File: src/rtl/cmdmon_pkg.sv
package cmdmon_pkg;

  localparam int CHK_W = 7;

  typedef enum logic [2:0] {
    ST_HUNT,
    ST_DIR,
    ST_INDEX,
    ST_BODY,
    ST_CHK,
    ST_STOP
  } fstate_e;

  // One serial step of the x^7 + x^3 + 1 check code, MSB-first input.
  function automatic logic [CHK_W-1:0] chk_step(input logic [CHK_W-1:0] c, input logic b);
    logic fb;
    fb = b ^ c[CHK_W-1];
    return {c[5], c[4], c[3], c[2] ^ fb, c[1], c[0], fb};
  endfunction

  // Host commands whose reply uses the long layout.
  function automatic logic cmd_wants_long(input logic [5:0] idx);
    return (idx == 6'd2) || (idx == 6'd9) || (idx == 6'd10);
  endfunction

  function automatic logic cmd_is_rd(input logic [5:0] idx);
    return (idx == 6'd17) || (idx == 6'd18);
  endfunction

  function automatic logic cmd_is_wr(input logic [5:0] idx);
    return (idx == 6'd24) || (idx == 6'd25);
  endfunction

endpackage

File: src/rtl/cmdmon_chk7.sv
module cmdmon_chk7
  import cmdmon_pkg::*;
(
  input  logic             clk,
  input  logic             rst_n,
  input  logic             clr,
  input  logic             en,
  input  logic             bit_in,
  output logic [CHK_W-1:0] code
);

  always_ff @(posedge clk) begin
    if (!rst_n || clr) begin
      code <= '0;
    end else if (en) begin
      code <= chk_step(code, bit_in);
    end
  end

endmodule

File: src/rtl/cmdmon_framer.sv
module cmdmon_framer
  import cmdmon_pkg::*;
#(
  parameter int IDX_W  = 6,
  parameter int ARG_W  = 32,
  parameter int LONG_W = 120
) (
  input  logic              clk,
  input  logic              rst_n,
  input  logic              line,
  input  logic              long_next,
  output logic              active,
  output logic              stop_evt,
  output logic              chk_clr,
  output logic              chk_en,
  output logic              dir_q,
  output logic              long_q,
  output logic [IDX_W-1:0]  idx_q,
  output logic [LONG_W-1:0] body_q,
  output logic [CHK_W-1:0]  chk_rx_q
);

  localparam int CNT_W = $clog2(LONG_W);

  fstate_e          st;
  logic [CNT_W-1:0] cnt;
  logic             long_now;

  assign long_now = !line && long_next;
  assign active   = (st != ST_HUNT);
  assign stop_evt = (st == ST_STOP);
  assign chk_clr  = (st == ST_HUNT);

  always_comb begin
    case (st)
      ST_DIR:   chk_en = !long_now;
      ST_INDEX: chk_en = !long_q;
      ST_BODY:  chk_en = 1'b1;
      default:  chk_en = 1'b0;
    endcase
  end

  always_ff @(posedge clk) begin
    if (!rst_n) begin
      st       <= ST_HUNT;
      cnt      <= '0;
      dir_q    <= 1'b0;
      long_q   <= 1'b0;
      idx_q    <= '0;
      body_q   <= '0;
      chk_rx_q <= '0;
    end else begin
      case (st)
        ST_HUNT: begin
          if (!line) st <= ST_DIR;
        end
        ST_DIR: begin
          dir_q  <= line;
          long_q <= long_now;
          body_q <= '0;
          cnt    <= CNT_W'(IDX_W - 1);
          st     <= ST_INDEX;
        end
        ST_INDEX: begin
          idx_q <= {idx_q[IDX_W-2:0], line};
          if (cnt == '0) begin
            cnt <= long_q ? CNT_W'(LONG_W - 1) : CNT_W'(ARG_W - 1);
            st  <= ST_BODY;
          end else begin
            cnt <= cnt - 1'b1;
          end
        end
        ST_BODY: begin
          body_q <= {body_q[LONG_W-2:0], line};
          if (cnt == '0) begin
            cnt <= CNT_W'(CHK_W - 1);
            st  <= ST_CHK;
          end else begin
            cnt <= cnt - 1'b1;
          end
        end
        ST_CHK: begin
          chk_rx_q <= {chk_rx_q[CHK_W-2:0], line};
          if (cnt == '0) st <= ST_STOP;
          else cnt <= cnt - 1'b1;
        end
        ST_STOP: st <= ST_HUNT;
        default: st <= ST_HUNT;
      endcase
    end
  end

endmodule

File: src/rtl/cmdmon_session.sv
module cmdmon_session
  import cmdmon_pkg::*;
#(
  parameter int IDX_W = 6
) (
  input  logic             clk,
  input  logic             rst_n,
  input  logic             good_cmd,
  input  logic [IDX_W-1:0] idx,
  input  logic [1:0]       arg_lo,
  output logic             resp_long,
  output logic             wide,
  output logic             xfer,
  output logic             xfer_rd
);

  logic app_pend;

  always_ff @(posedge clk) begin
    if (!rst_n) begin
      resp_long <= 1'b0;
      wide      <= 1'b0;
      xfer      <= 1'b0;
      xfer_rd   <= 1'b0;
      app_pend  <= 1'b0;
    end else if (good_cmd) begin
      resp_long <= cmd_wants_long(idx);
      app_pend  <= (idx == IDX_W'(55));
      if (app_pend && idx == IDX_W'(6)) begin
        if (arg_lo == 2'b10) wide <= 1'b1;
        else if (arg_lo == 2'b00) wide <= 1'b0;
      end
      if (cmd_is_rd(idx)) begin
        xfer    <= 1'b1;
        xfer_rd <= 1'b1;
      end else if (cmd_is_wr(idx)) begin
        xfer    <= 1'b1;
        xfer_rd <= 1'b0;
      end else if (idx == IDX_W'(12)) begin
        xfer <= 1'b0;
      end
    end
  end

endmodule

File: src/rtl/cmdline_monitor.sv
module cmdline_monitor
  import cmdmon_pkg::*;
#(
  parameter int IDX_W  = 6,
  parameter int ARG_W  = 32,
  parameter int LONG_W = 120
) (
  input  logic              clk,
  input  logic              rst_n,
  input  logic              cmd_line,
  output logic              frame_done,
  output logic              frame_is_cmd,
  output logic              frame_long,
  output logic [IDX_W-1:0]  frame_index,
  output logic [LONG_W-1:0] frame_body,
  output logic [CHK_W-1:0]  frame_crc,
  output logic              crc_ok,
  output logic              end_fail,
  output logic              next_resp_long,
  output logic              bus_wide,
  output logic              xfer_pending,
  output logic              xfer_read
);

  // Internal events brought out by name for the checker.
  logic              frame_active;
  logic              stop_evt;
  logic              chk_clr;
  logic              chk_en;
  logic              dir_q;
  logic              long_q;
  logic [IDX_W-1:0]  idx_q;
  logic [LONG_W-1:0] body_q;
  logic [CHK_W-1:0]  chk_rx_q;
  logic [CHK_W-1:0]  chk_calc;
  logic              chk_match;
  logic              good_cmd;

  cmdmon_framer #(.IDX_W(IDX_W), .ARG_W(ARG_W), .LONG_W(LONG_W)) u_framer (
    .clk       (clk),
    .rst_n     (rst_n),
    .line      (cmd_line),
    .long_next (next_resp_long),
    .active    (frame_active),
    .stop_evt  (stop_evt),
    .chk_clr   (chk_clr),
    .chk_en    (chk_en),
    .dir_q     (dir_q),
    .long_q    (long_q),
    .idx_q     (idx_q),
    .body_q    (body_q),
    .chk_rx_q  (chk_rx_q)
  );

  cmdmon_chk7 u_chk7 (
    .clk    (clk),
    .rst_n  (rst_n),
    .clr    (chk_clr),
    .en     (chk_en),
    .bit_in (cmd_line),
    .code   (chk_calc)
  );

  assign chk_match = (chk_calc == chk_rx_q);
  assign good_cmd  = stop_evt && dir_q && chk_match && cmd_line;

  cmdmon_session #(.IDX_W(IDX_W)) u_session (
    .clk       (clk),
    .rst_n     (rst_n),
    .good_cmd  (good_cmd),
    .idx       (idx_q),
    .arg_lo    (body_q[1:0]),
    .resp_long (next_resp_long),
    .wide      (bus_wide),
    .xfer      (xfer_pending),
    .xfer_rd   (xfer_read)
  );

  always_ff @(posedge clk) begin
    if (!rst_n) begin
      frame_done   <= 1'b0;
      frame_is_cmd <= 1'b0;
      frame_long   <= 1'b0;
      frame_index  <= '0;
      frame_body   <= '0;
      frame_crc    <= '0;
      crc_ok       <= 1'b0;
      end_fail     <= 1'b0;
    end else begin
      frame_done <= stop_evt;
      if (stop_evt) begin
        frame_is_cmd <= dir_q;
        frame_long   <= long_q;
        frame_index  <= idx_q;
        frame_body   <= body_q;
        frame_crc    <= chk_rx_q;
        crc_ok       <= chk_match;
        end_fail     <= !cmd_line;
      end
    end
  end

endmodule

File: config.mk
export PLATFORM = sky130hd
export DESIGN_NAME = cmdline_monitor
export DESIGN_NICKNAME = d
export VERILOG_FILES = /design/src/rtl/cmdmon_pkg.sv /design/src/rtl/cmdmon_chk7.sv /design/src/rtl/cmdmon_framer.sv /design/src/rtl/cmdmon_session.sv /design/src/rtl/cmdline_monitor.sv
export SDC_FILE = /design/constraint.sdc
export NUM_CORES = 1
export LEC_CHECK = 0
export BUFFER_PORTS_ARGS = -buffer_cell sky130_fd_sc_hd__buf_2
export CORE_MARGIN = 2
export CORE_UTILIZATION = 52
export CTS_BUF_LIST = sky130_fd_sc_hd__clkbuf_8 sky130_fd_sc_hd__clkbuf_16
export CTS_CLUSTER_SIZE = 25
export DETAILED_ROUTE_END_ITERATION = 7
export GPL_TIMING_DRIVEN = 0
export HOLD_SLACK_MARGIN = 0.08
export PLACE_DENSITY = 0.81
export SLEW_MARGIN = 20
export SYNTH_ARGS = -nofsm -noshare
export SYNTH_HDL_FRONTEND = slang
export SYNTH_SLANG_ARGS = --single-unit
File: constraint.sdc
create_clock -name clk -period 1.9 [get_ports clk]
set_input_delay 0.475 -clock clk [delete_from_list [all_inputs] [get_ports clk]]
set_output_delay 0.475 -clock clk [all_outputs]
set_load 0.01 [all_outputs]
Yosys cells after proc, flatten, opt, wreduce, memory -nomap -nowiden
Cells that the tools add are included.

cells by class
  add/subtract/negate cells = 1
  eq/ne operators = 22
  multiplexer cells = 19
  bitwise logic cells = 2
  reductions and logical operators = 27

operators by type and width
  cell                 number
  $pmux 120 s2         1
  $mux 7               4
  $pmux 7 s4           1
  $eq 6x5->1 const B   4
  $eq 6x4->1 const B   3
  $pmux 3 s5           1
  $mux 3               4
  $eq 7x7->1           1
  $logic_not 7->1      1
  $mux 1               7
  $sub 7x1->7 const B  1
  $eq 3x2->1 const B   2
  $eq 3x3->1 const B   2
  $eq 6x2->1 const B   1
  $eq 6x3->1 const B   1
  $eq 6x6->1 const B   1
  $ne 2x1->1 const B   3
  $reduce_and 2->1     3
  $reduce_bool 2->1    3
  $logic_and 1x1->1    5
  $logic_or 1x1->1     5
  $logic_not 1->1      4
  $ne 2x2->1 const B   2
  $reduce_and 4->1     1
  9 further kinds      10

word-level totals
  bits in registers = 295
  bits of input ports = 3
  output and inout bits = 142

Longest topological paths before layout
Gate-level depths: netlist of the first run.

  depth after elaboration = 5
  depth in mapped cells = 7
  depth with buffers taken out = 6

Cells and area by module
Synthesis of the first run repeated with hierarchy kept, for this count alone.

unflattened totals
  cell total of the unflattened synthesis = 1095
  area total of the unflattened synthesis = 11652.4 sq um

modules (own cells, without submodules)
  module           times used  cells an instance  area each (sq um)
  cmdmon_framer    1           578                5669.2
  cmdline_monitor  1           456                5390.2
  cmdmon_chk7      1           28                 297.8
  cmdmon_session   1           33                 295.3

Least setup slack after synthesis of the first run
No wires, ideal clock.

  kind = flip-flop to flip-flop
  start point = register u_framer.cnt[0]
  end point = register u_framer.st[0]
  setup time = 0.117 ns
  data arrival time = 1.670 ns
  data required time = 1.783 ns
  setup slack = 0.113 ns
  cell stages (with the launch flop) = 8
  clock period less this slack = 1.787 ns
  cells stage by stage = dfxtp_1 buf_2 inv_1 ha_1 or4b_4 o21ai_2 a21oi_1 a32o_1

between the ends
  cells in the longest elaborated chain, start to end = 3
  elaborated cells on any way between the ends = 5

ends and longest elaborated chain
  item                                 RTL line                                                       source
  start: declaration                   cmdmon_framer.sv:26                                            logic [CNT_W-1:0] cnt;
  start signal: assignment             cmdmon_framer.sv:61                                            cnt <= CNT_W'(IDX_W - 1);
  start signal: assignment             cmdmon_framer.sv:67                                            cnt <= long_q ? CNT_W'(LONG_W - 1) : CNT_W'(ARG_W - 1);
  start signal: assignment             cmdmon_framer.sv:70                                            cnt <= cnt - 1'b1;
  $logic_not 7->1 *                    cmdmon_framer.sv:66, cmdmon_framer.sv:75, cmdmon_framer.sv:84
  $ne 2x1->1 (no source line)          n/a
  $reduce_and 4->1 (no source line) *  n/a
  end signal: assignment               cmdmon_framer.sv:68                                            st <= ST_BODY;
  end signal: assignment               cmdmon_framer.sv:77                                            st <= ST_CHK;
  end signal: assignment               cmdmon_framer.sv:84                                            if (cnt == '0) st <= ST_STOP;
  end: declaration                     cmdmon_framer.sv:25                                            fstate_e st;

Mark *: on every way between the ends. The rest lies on a longest branch, timed or not.
A chain may end at the register's enable or synchronous reset.

Final worst setup path of the first run
  start point = register u_framer.st[1]
  end point = register u_framer.cnt[2]

between the ends
  cells in the longest elaborated chain, start to end = 3
  elaborated cells on any way between the ends = 8

ends and longest elaborated chain
  item                                                                     RTL line             source
  start signal: assignment                                                 cmdmon_framer.sv:45  st <= ST_HUNT;
  start signal: assignment                                                 cmdmon_framer.sv:55  if (!line) st <= ST_DIR;
  start signal: assignment                                                 cmdmon_framer.sv:62  st <= ST_INDEX;
  $eq 3x3->1, or another cell as far along                                 cmdmon_framer.sv:53  case (st)
  $ne 2x2->1 (no source line) / $reduce_bool 4->1 (equally long branches)  n/a
  $reduce_and 2->1 (no source line)                                        n/a

Parallel ways exist; a longest one is shown, timed or not.

==> results of run 1 <==
-- cell usage after synthesis, types with 2 or more instances --
| cell type | count |
|---|---|
| and3b_1 | 2 |
| o21ai_1 | 3 |
| dfxtp_1 | 295 |
| xnor2_1 | 12 |
| nand2_1 | 421 |
| nor3_1 | 5 |
| nor4_1 | 3 |
| nand4_1 | 7 |
| nor3b_1 | 2 |
| nand3_1 | 131 |
| nor2_2 | 2 |
| nor2_1 | 18 |
| a221oi_1 | 2 |
| a21oi_1 | 281 |
| and2_1 | 3 |
| o22ai_1 | 2 |
| a311oi_1 | 2 |
| a31oi_1 | 3 |
| o21ai_0 | 12 |
| o21a_1 | 2 |
| nor4b_1 | 3 |
| clkbuf_1 | 73 |
| mux2i_1 | 10 |
| nand2b_1 | 4 |
| o311ai_1 | 2 |
| inv_1 | 6 |
| or2_1 | 2 |
| nor2b_1 | 7 |
| buf_2 | 34 |
| o31ai_1 | 3 |
| or3_1 | 2 |
| o211ai_1 | 2 |
| ha_1 | 2 |
| and3_1 | 2 |
| buf_1 | 13 |
| o221ai_1 | 4 |
-- final cells by class --
| class | instances | area [µm²] |
|---|---|---|
| multi-input combinational | 979 | 4740 |
| clock inverter | 21 | 210 |
| timing repair buffer | 148 | 753 |
| buffer | 118 | 526 |
| sequential | 295 | 5910 |
| fill | 1788 | 7730 |
| clock buffer | 33 | 781 |
| inverter | 6 | 22.5 |
| tap | 275 | 344 |
-- path summary, 6_finish.rpt --
path | endpoint | slack [ns] | start | cells past startpoint
min | u_framer.st[0] | 0.27 | rst_n | 2
max reg2reg | u_framer.cnt[2] | 0.01 | u_framer.st[1] | 5
min reg2reg | frame_body[37] | 0.45 | frame_body[37] | 2
max | u_framer.cnt[2] | 0.01 | u_framer.st[1] | 5
-- kinds of logic after synthesis --
| kind of cell | after synthesis | synth area share [%] |
|---|---|---|
| fa+ha+maj | 2 | 0.225 |
| flops | 295 | 53.1 |
| compound gates | 330 | 15.9 |
| simple gates | 625 | 24.3 |
| xor+xnor | 12 | 0.945 |
| buf+inv | 126 | 4.63 |
| mux | 10 | 0.900 |
-- sequential cells by signal (all words and copies together) (netlist names) --
| name | cells |
|---|---|
| crc_ok | 1 |
| end_fail | 1 |
| frame_body | 120 |
| frame_crc | 7 |
| frame_done | 1 |
| frame_index | 6 |
| frame_is_cmd | 1 |
| frame_long | 1 |
| u_chk7.code | 7 |
| u_framer.body_q | 120 |
| u_framer.chk_rx_q | 7 |
| u_framer.cnt | 7 |
| u_framer.dir_q | 1 |
| u_framer.idx_q | 6 |
| u_framer.long_q | 1 |
| u_framer.st | 3 |
| u_session.app_pend | 1 |
| u_session.resp_long | 1 |
| u_session.wide | 1 |
| u_session.xfer | 1 |
| u_session.xfer_rd | 1 |
-- metrics by stage --
stage | hold WS, ns | instances | power (mW) | TNS [ns]
2_1_floorplan | 0.430 | 1400 | 8.22 | 0
3_3_place_gp | 0.440 | 1818 | 8.80 | -112.30
3_5_place_dp | 0.445 | 1818 | 8.84 | -116.59
4_1_cts | 0.252 | 1875 | 14.8 | 0
5_1_grt | 0.273 | 1875 | 15.4 | -0.0223
6_report | 0.271 | 1875 | 14.9 | 0
-- timing repair --
action	4_1_cts	5_1_grt
endpoints found under the setup margin	222	234
pin swaps	2	2
buffers inserted	4	1
resized for setup	14	43
-- worst max-delay path, cell delays in order (launching register included) --
cell	delay (ns)
dfxtp_1	0.33
buf_2	0.18
nor2_2	0.42
nand2_1	0.41
o221ai_1	0.36
a31oi_1	0.06
-- per-layer routing --
metal / global-route usage [%] / wire (µm) / vias to the layer above
met5: 0 / 0 / -
met4: 9.81 / 1200 / 0
met3: 4.15 / 2060 / 84
met2: 42.0 / 13800 / 416
met1: 33.1 / 12400 / 4879
li1: - / - / 5076
-- power breakdown --
group	internal [mW]	switching, mW	total, mW
Sequential	6.26	0.0865	6.35
Combinational	0.769	1.90	2.67
Clock	3.49	2.43	5.92
Total	10.5	4.42	14.9
==> impl_metrics.toml, run 1 <==
[outcome]
status = "completed"

[finish]
num-nets-final = 1582
final_common_cell = "nand2_1"
finish.instance_area_um2 = 13300
diodes = 0
layout-drive-gt1-share_pct = 17.1
finish.utilization_pct = 63.2
syn2layout_area_growth_pct = 19.4
mostFrequentLayoutCells = "421 x nand2_1, 294 x dfxtp_1, 281 x a21oi_1"

[cts]
cts_tree = "done"
htree_levels = 1
worst_skew_pair.late_latency_ns = 0.55
cts_hold_buf = 0
clock-sinks = 295
cts_root_buffer = "clkbuf_16"
cts_buffer_depth = 3
cts-buffers-inserted = 29
clkTransAtPathRegs_ns = 0.06

[timing]
maxSlewViolCount = 0
period_minus_slack_ns = 1.89
final.setup.worst_slack_ns = 0.0103
max_freq_mhz = 529
grt_setup_unrepaired = "yes"
setup_viol = 0
slew_headroom_pct = 59.0
worstMarginPinSlew_ns = 0.616
worst_clock_skew_ns = 0.0119
hold_violations = 0
finalCritPeriodShare_pct = 99.5

[placement]
gp_congestion = 0.902
placed_cell_area_um2 = 12200
dp_hpwl_mm = 19.7
portBuffers = 143
post-place-ws_ns = -0.605

[global_route]
grt_usage_pct = 25.3
grt_overflow_total = 0
grt_pass1_wl_mm = 47.2
grt_start_max_net_pins = 20
grt_pass1_vias = 9594
antenna_found_initial = 0

[critical_path]
critPathKind = "reg -> reg"
worstPathRequired_ns = 2.33
worstPathMaxFanout = 10
cp-end-kind = "flop"
setup.worst_path.start_class = "flop"
arrival_ns = 2.32

[synthesis]
syn_avg_cell_area_um2 = 7.95
synth_seq_area_share_pct = 53.1
netlist_instances = 1400
ys.warnings.count = 0
synth_flop_cell = "dfxtp_1"
netlist_area_um2 = 11100
synthDistinctLibCells = 59
synth-seq-cells = 295
async_reset_ff_share_pct = 0
yosys-top-cells-area = "dfxtp_1 53%, nand2_1 14%, a21oi_1 13%"
synth_edf_count = 0
yosysTopAreaCell = "dfxtp_1"
syn-num-nets = 1405
synth_top_area_share_pct = 53.1

[floorplan]
dieWidth_um = 150
dieArea_um2 = 22600
num_io_pins = 145
rows = 53
die_h_um = 150
start_util_pct = 52.9
coreArea_um2 = 21000

[detailed_routing]
drt_iter0_drc = 673
via_per_inst = 5.58
vias = 10500
drcViolationCount = 0
drtAntennaViolNets = 0
totalWireLength_mm = 29.4
wire_per_inst_um = 15.7
drtPass1Iterations = 6

[job]
cap_violations = 0

[min_path]
min_path_type = "in -> reg"

[power]
vdd_drop_max_v = 0.000690
p_leak_nw = 4.88
pwr_density_cell_nw_per_um2 = 1120
No activity file was read; power rests on OpenSTA's default activity.
==> inputs of run 2 (changes only) <==
REMOVE_ABC_BUFFERS = 1   (was unset)
==> run 2 against run 1 <==
  * Maximum frequency rose by 2.6%
  * Utilization rose by 0.10 points
  * Via count shrank 5.5%
  * Non-clock buffer count decreased by 88
  * Worst hold slack gained 0.028 ns
  * Combinational power barely moved
  * Count of clock-buffer cells in the layout rose by 8
  * First-iteration DRC count is 9.8% higher
  * Flip-flop and latch count unchanged
  * Clock power decreased by 3%
  * Die area did not move
  * Highest routed layer unchanged
==> impl_metrics.toml, run 2 (synthesis gave the netlist of run 1 again) <==
[floorplan]
num_io_pins = 145
start_util_pct = 52.9
coreArea_um2 = 21000
dieWidth_um = 150
die_h_um = 150
dieArea_um2 = 22600
rows = 53

[placement]
post-place-ws_ns = -0.940
gp_congestion = 0.839
placed_cell_area_um2 = 12100
portBuffers = 144
dp_hpwl_mm = 15.4

[power]
vdd_drop_max_v = 0.000703
p_leak_nw = 4.80
power_mw = 14.9
pwr_density_cell_nw_per_um2 = 1120

[finish]
mostFrequentLayoutCells = "421 x nand2_1, 291 x dfxtp_1, 280 x a21oi_1"
layout-drive-gt1-share_pct = 16.8
syn2layout_area_growth_pct = 19.6
diodes = 0
reg_top3 = "frame_body x120, u_framer.body_q x120"
finish.instance_area_um2 = 13300
num-nets-final = 1498
final_common_cell = "nand2_1"
finish.utilization_pct = 63.3
fill_cells = 1781

[min_path]
min_path_type = "in -> reg"

[detailed_routing]
highest_layer = "met4"
drtAntennaViolNets = 0
wl_met2_mm = 12.7
wire_per_inst_um = 15.1
via_per_inst = 5.53
drtPass1Iterations = 5
wl_met3_mm = 1.73
met1_length_mm = 12.1
vias = 9885
drcViolationCount = 0
totalWireLength_mm = 27.0
drt_iter0_drc = 739

[timing]
setup_viol = 0
finalCritPeriodShare_pct = 96.9
period_minus_slack_ns = 1.84
max_freq_mhz = 543
worstMarginPinSlew_ns = 0.938
worst_clock_skew_ns = 0.0139
grt_setup_unrepaired = "no"
final.setup.worst_slack_ns = 0.0588
maxSlewViolCount = 0
tns_ns = 0
slew_headroom_pct = 37.5
hold_violations = 0

[global_route]
grt_overflow_total = 0
antenna_found_initial = 0
grt_usage_pct = 22.5
grt_pass1_wl_mm = 42.4
grt_pass1_vias = 8575
grt_start_max_net_pins = 138

[cts]
htree_levels = 1
cts_root_buffer = "clkbuf_16"
clock-sinks = 295
cts_buffer_depth = 3
clkTransAtPathRegs_ns = 0.07
cts-buffers-inserted = 29
worst_skew_pair.late_latency_ns = 0.54
cts_hold_buf = 0
cts_tree = "done"

[critical_path]
setup.worst_path.start_class = "flop"
reg2reg_slack_ns = 0.06
slowest_stage = "or4b_4"
critPathKind = "reg -> reg"
arrival_ns = 2.27
crit_family = "compound AO/OA/AOI/OAI gates"
cp-end-kind = "flop"
crit_path_cell_trace = "inv_2, ha_4, or4b_4, o21ai_2, a21oi_1, a32o_1"
worstPathMaxFanout = 8
path_buf_inv = 1
cpPeakStageDelay_ns = 0.54
worstPathRequired_ns = 2.33

[job]
cap_violations = 0

[outcome]
status = "completed"
==> run 2: cell count changes in the layout (fill, tap and decap cells not counted), moves of 7 or more <==
cell / previous run / this run
clkbuf_1: 50 / 0
buf_2: 175 / 144
clkbuf_2: 22 / 0
buf_1: 10 / 0
buf_6: 0 / 8
buf_16: 0 / 7
buf_4: 6 / 13
clkbuf_8: 4 / 11
clkinv_2: 9 / 2
==> run 2: per-layer routing <==
metal	GRT usage, %	up-vias
met5	0	-
met4	4.76	0
met3	3.79	55
met2	36.6	316
met1	31.4	4607
li1	-	4907
==> run 2: metrics by stage <==
step | cells | hold slack (ns)
2_1_floorplan | 1280 | 0.430
3_3_place_gp | 1699 | 0.440
3_5_place_dp | 1717 | 0.443
4_1_cts | 1782 | 0.276
5_1_grt | 1789 | 0.278
6_report | 1789 | 0.299
==> run 2: final timing paths <==
| check | startpoint | to | depth (start not counted) |
|---|---|---|---|
| max reg2reg | u_framer.cnt[0] | u_framer.st[0] | 6 |
| min | cmd_line | u_framer.chk_rx_q[0] | 3 |
| max | u_framer.cnt[0] | u_framer.st[0] | 6 |
| min reg2reg | frame_body[79] | frame_body[79] | 2 |
==> run 2: tightest hold or removal path: stages <==
cell and delay, ns:
buf_2 0.18, nand2_1 0.08, a21oi_1 0.05
==> run 2: layout make-up <==
cell class / instances / area, µm² / share of cell area [%]
multi-input cells: 983 / 4810 / 36.1
inverters: 6 / 30.0 / 0.226
clock buffers: 41 / 902 / 6.78
repair buffers: 178 / 1220 / 9.14
well taps: 275 / 344 / 2.59
clock inverters: 11 / 88.8 / 0.668
flip-flops and latches: 295 / 5920 / 44.5
==> run 2: report_power, final <==
part	leakage, nW	total, mW	switching (mW)	internal (mW)
Combinational	1.92	2.67	1.79	0.881
Clock	0.505	5.77	2.35	3.42
Sequential	2.38	6.47	0.206	6.27
Total	4.80	14.9	4.35	10.6
==> run 2: timing repair <==
action                     CTS  global route
cloned                       4             1
hold endpoints to repair     0             0
setup endpoints to repair  285           108
pin swaps                    2             2
buffers inserted             9             6
resized for setup           11             7
==> inputs of run 3 (changes only) <==
clock period = 1.6 ns   (was 1.9 ns; I/O delays follow)
==> run 3 against run 2 <==
  * The run now ends with setup timing left
  * Clock skew rose by 0.0027 ns
  * Count of clock-buffer cells in the layout stayed put
  * Clock power is 19% higher
  * Utilization up 2.8 points
  * Combinational power is 59% higher
  * Routed wire length is 11% higher
  * Flip-flop and latch count did not move
  * Global-route usage rose by 1.9 points
==> impl_metrics.toml, run 3 (synthesis gave the netlist of run 1 again) <==
[timing]
slew_headroom_pct = 57.6
period_minus_slack_ns = 1.73
tns_ns = -1.03
final.setup.worst_slack_ns = -0.127
finalCritPeriodShare_pct = 108
worst_clock_skew_ns = 0.0166
hold_violations = 0
worstMarginPinSlew_ns = 0.636
max_freq_mhz = 579
setup_viol = 13
maxSlewViolCount = 0
grt_setup_unrepaired = "yes"
timing.hold.ws_ns = 0.232

[cts]
htree_levels = 1
cts_root_buffer = "clkbuf_16"
cts_buffer_depth = 3
clkTransAtPathRegs_ns = 0.07
cts_hold_buf = 0
cts_tree = "done"
cts-buffers-inserted = 29
worst_skew_pair.late_latency_ns = 0.55
clock-sinks = 295

[detailed_routing]
via_per_inst = 5.60
wire_per_inst_um = 16.5
drt_iter0_drc = 903
drcViolationCount = 0
totalWireLength_mm = 30.1
drtAntennaViolNets = 0
vias = 10200
drtPass1Iterations = 5

[placement]
placed_cell_area_um2 = 12100
dp_hpwl_mm = 15.4
gp_congestion = 0.839
portBuffers = 144
dp_cells = 1717

[critical_path]
cpPeakStageDelay_ns = 0.40
arrival_ns = 2.17
slowest_stage = "or3b_4"
cp-end-kind = "flop"
setup.worst_path.start_class = "flop"
worstPathRequired_ns = 2.05
reg2reg_slack_ns = -0.13
crit_path_cell_trace = "inv_4, buf_4, ha_4, or3b_4, o211ai_1, o311ai_1, o21a_1"
worstPathMaxFanout = 4
critPathKind = "reg -> reg"

[global_route]
grt_pass1_wl_mm = 45.4
grt_start_max_net_pins = 138
grt_pass1_vias = 9000
grt_overflow_total = 0
antenna_found_initial = 1
grt_usage_pct = 24.4

[finish]
layoutNonFillerInstCount = 1821
finish.instance_area_um2 = 13900
final_common_cell = "nand2_1"
mostFrequentLayoutCells = "419 x nand2_1, 288 x dfxtp_1, 278 x a21oi_1"
num-nets-final = 1530
syn2layout_area_growth_pct = 24.9
layout-drive-gt1-share_pct = 20.4
reg_top3 = "frame_body x120, u_framer.body_q x120"
diodes = 0

[floorplan]
dieArea_um2 = 22600
start_util_pct = 52.9
die_h_um = 150
rows = 53
coreArea_um2 = 21000
num_io_pins = 145
dieWidth_um = 150

[power]
clock_power_share_pct = 36.6
pwr_density_cell_nw_per_um2 = 1350
power_frac_seq_pct = 40.7
p_leak_nw = 5.02
power_mw = 18.7
p_int_mw = 13.0
vdd_drop_max_v = 0.000840
switching_share_pct = 30.5
net-switching-power_mw = 5.72
pwr-share-comb_pct = 22.7

[job]
cap_violations = 0

[min_path]
min_path_type = "in -> reg"

[outcome]
failed_checks = "setup timing"
status = "complete, but fails checks"
-- run 3: cell count changes in the layout (fill, tap and decap cells not counted), moves of 3 or more --
cell / previous run / this run
buf_4: 13 / 31
buf_6: 8 / 14
clkbuf_16: 31 / 34
dfxtp_1: 291 / 288
nand2b_2: 0 / 3
o221ai_1: 4 / 1
o221ai_2: 1 / 4
o31ai_1: 3 / 0
o31ai_2: 0 / 3
-- run 3: worst paths after layout --
path / startpoint / endpoint / cells past startpoint
min: cmd_line / u_framer.chk_rx_q[0] / 3
min reg2reg: frame_body[79] / frame_body[79] / 2
max: u_framer.cnt[1] / u_framer.cnt[6] / 7
max reg2reg: u_framer.cnt[1] / u_framer.cnt[6] / 7
-- run 3: worst max-delay path: cells and delay by family, from the launching register on --
family                   cells  cell delay (ns)
adder cells (fa/ha/maj)      1             0.14
AO/OA/AOI/OAI                3             0.55
buffers and inverters        2             0.18
AND/OR/NAND/NOR              1             0.40
flip-flops                   1             0.35
-- run 3: what timing repair did --
action | CTS | global route
endpoints found under the setup margin | 295 | 74
pin swaps | 24 | 17
resized for setup | 47 | 32
gates cloned | 7 | 5
setup buffers | 33 | 12
-- run 3: power groups by stage --
stage               Clock, mW  Sequential, mW  Combinational [mW]
floorplan                   0            7.91                1.47
global placement            0            7.96                1.52
detailed placement          0            7.85                2.65
CTS                      6.96            7.62                3.62
global route             7.25            7.63                4.46
finish                   6.87            7.63                4.25
-- run 3: routing by layer --
layer / GRT usage (%) / share of wire [%] / up-vias
met5: 0 / 0 / -
met4: 6.27 / 2.3 / 0
met3: 4.33 / 7.0 / 69
met2: 39.7 / 47 / 409
met1: 33.6 / 43 / 4740
li1: - / - / 4981
-- run 3: stage by stage --
stage | util (%) | setup slack, ns
finish | 66.1 | -0.127
detailed placement | 57.4 | -1.24
floorplan | - | -4.33
global placement | 55.6 | -7.26
CTS | 64.7 | -0.114
global route | 66.1 | -0.176
-- run 3: cell type report --
| cell class | instances | area [µm²] |
|---|---|---|
| Inverter | 6 | 38.8 |
| Multi-Input combinational cell | 985 | 5020 |
| Clock buffer | 41 | 902 |
| Sequential cell | 295 | 5920 |
| Timing Repair Buffer | 208 | 1580 |
| Fill cell | 1675 | 7120 |
| Tap cell | 275 | 344 |
| Clock inverter | 11 | 88.8 |
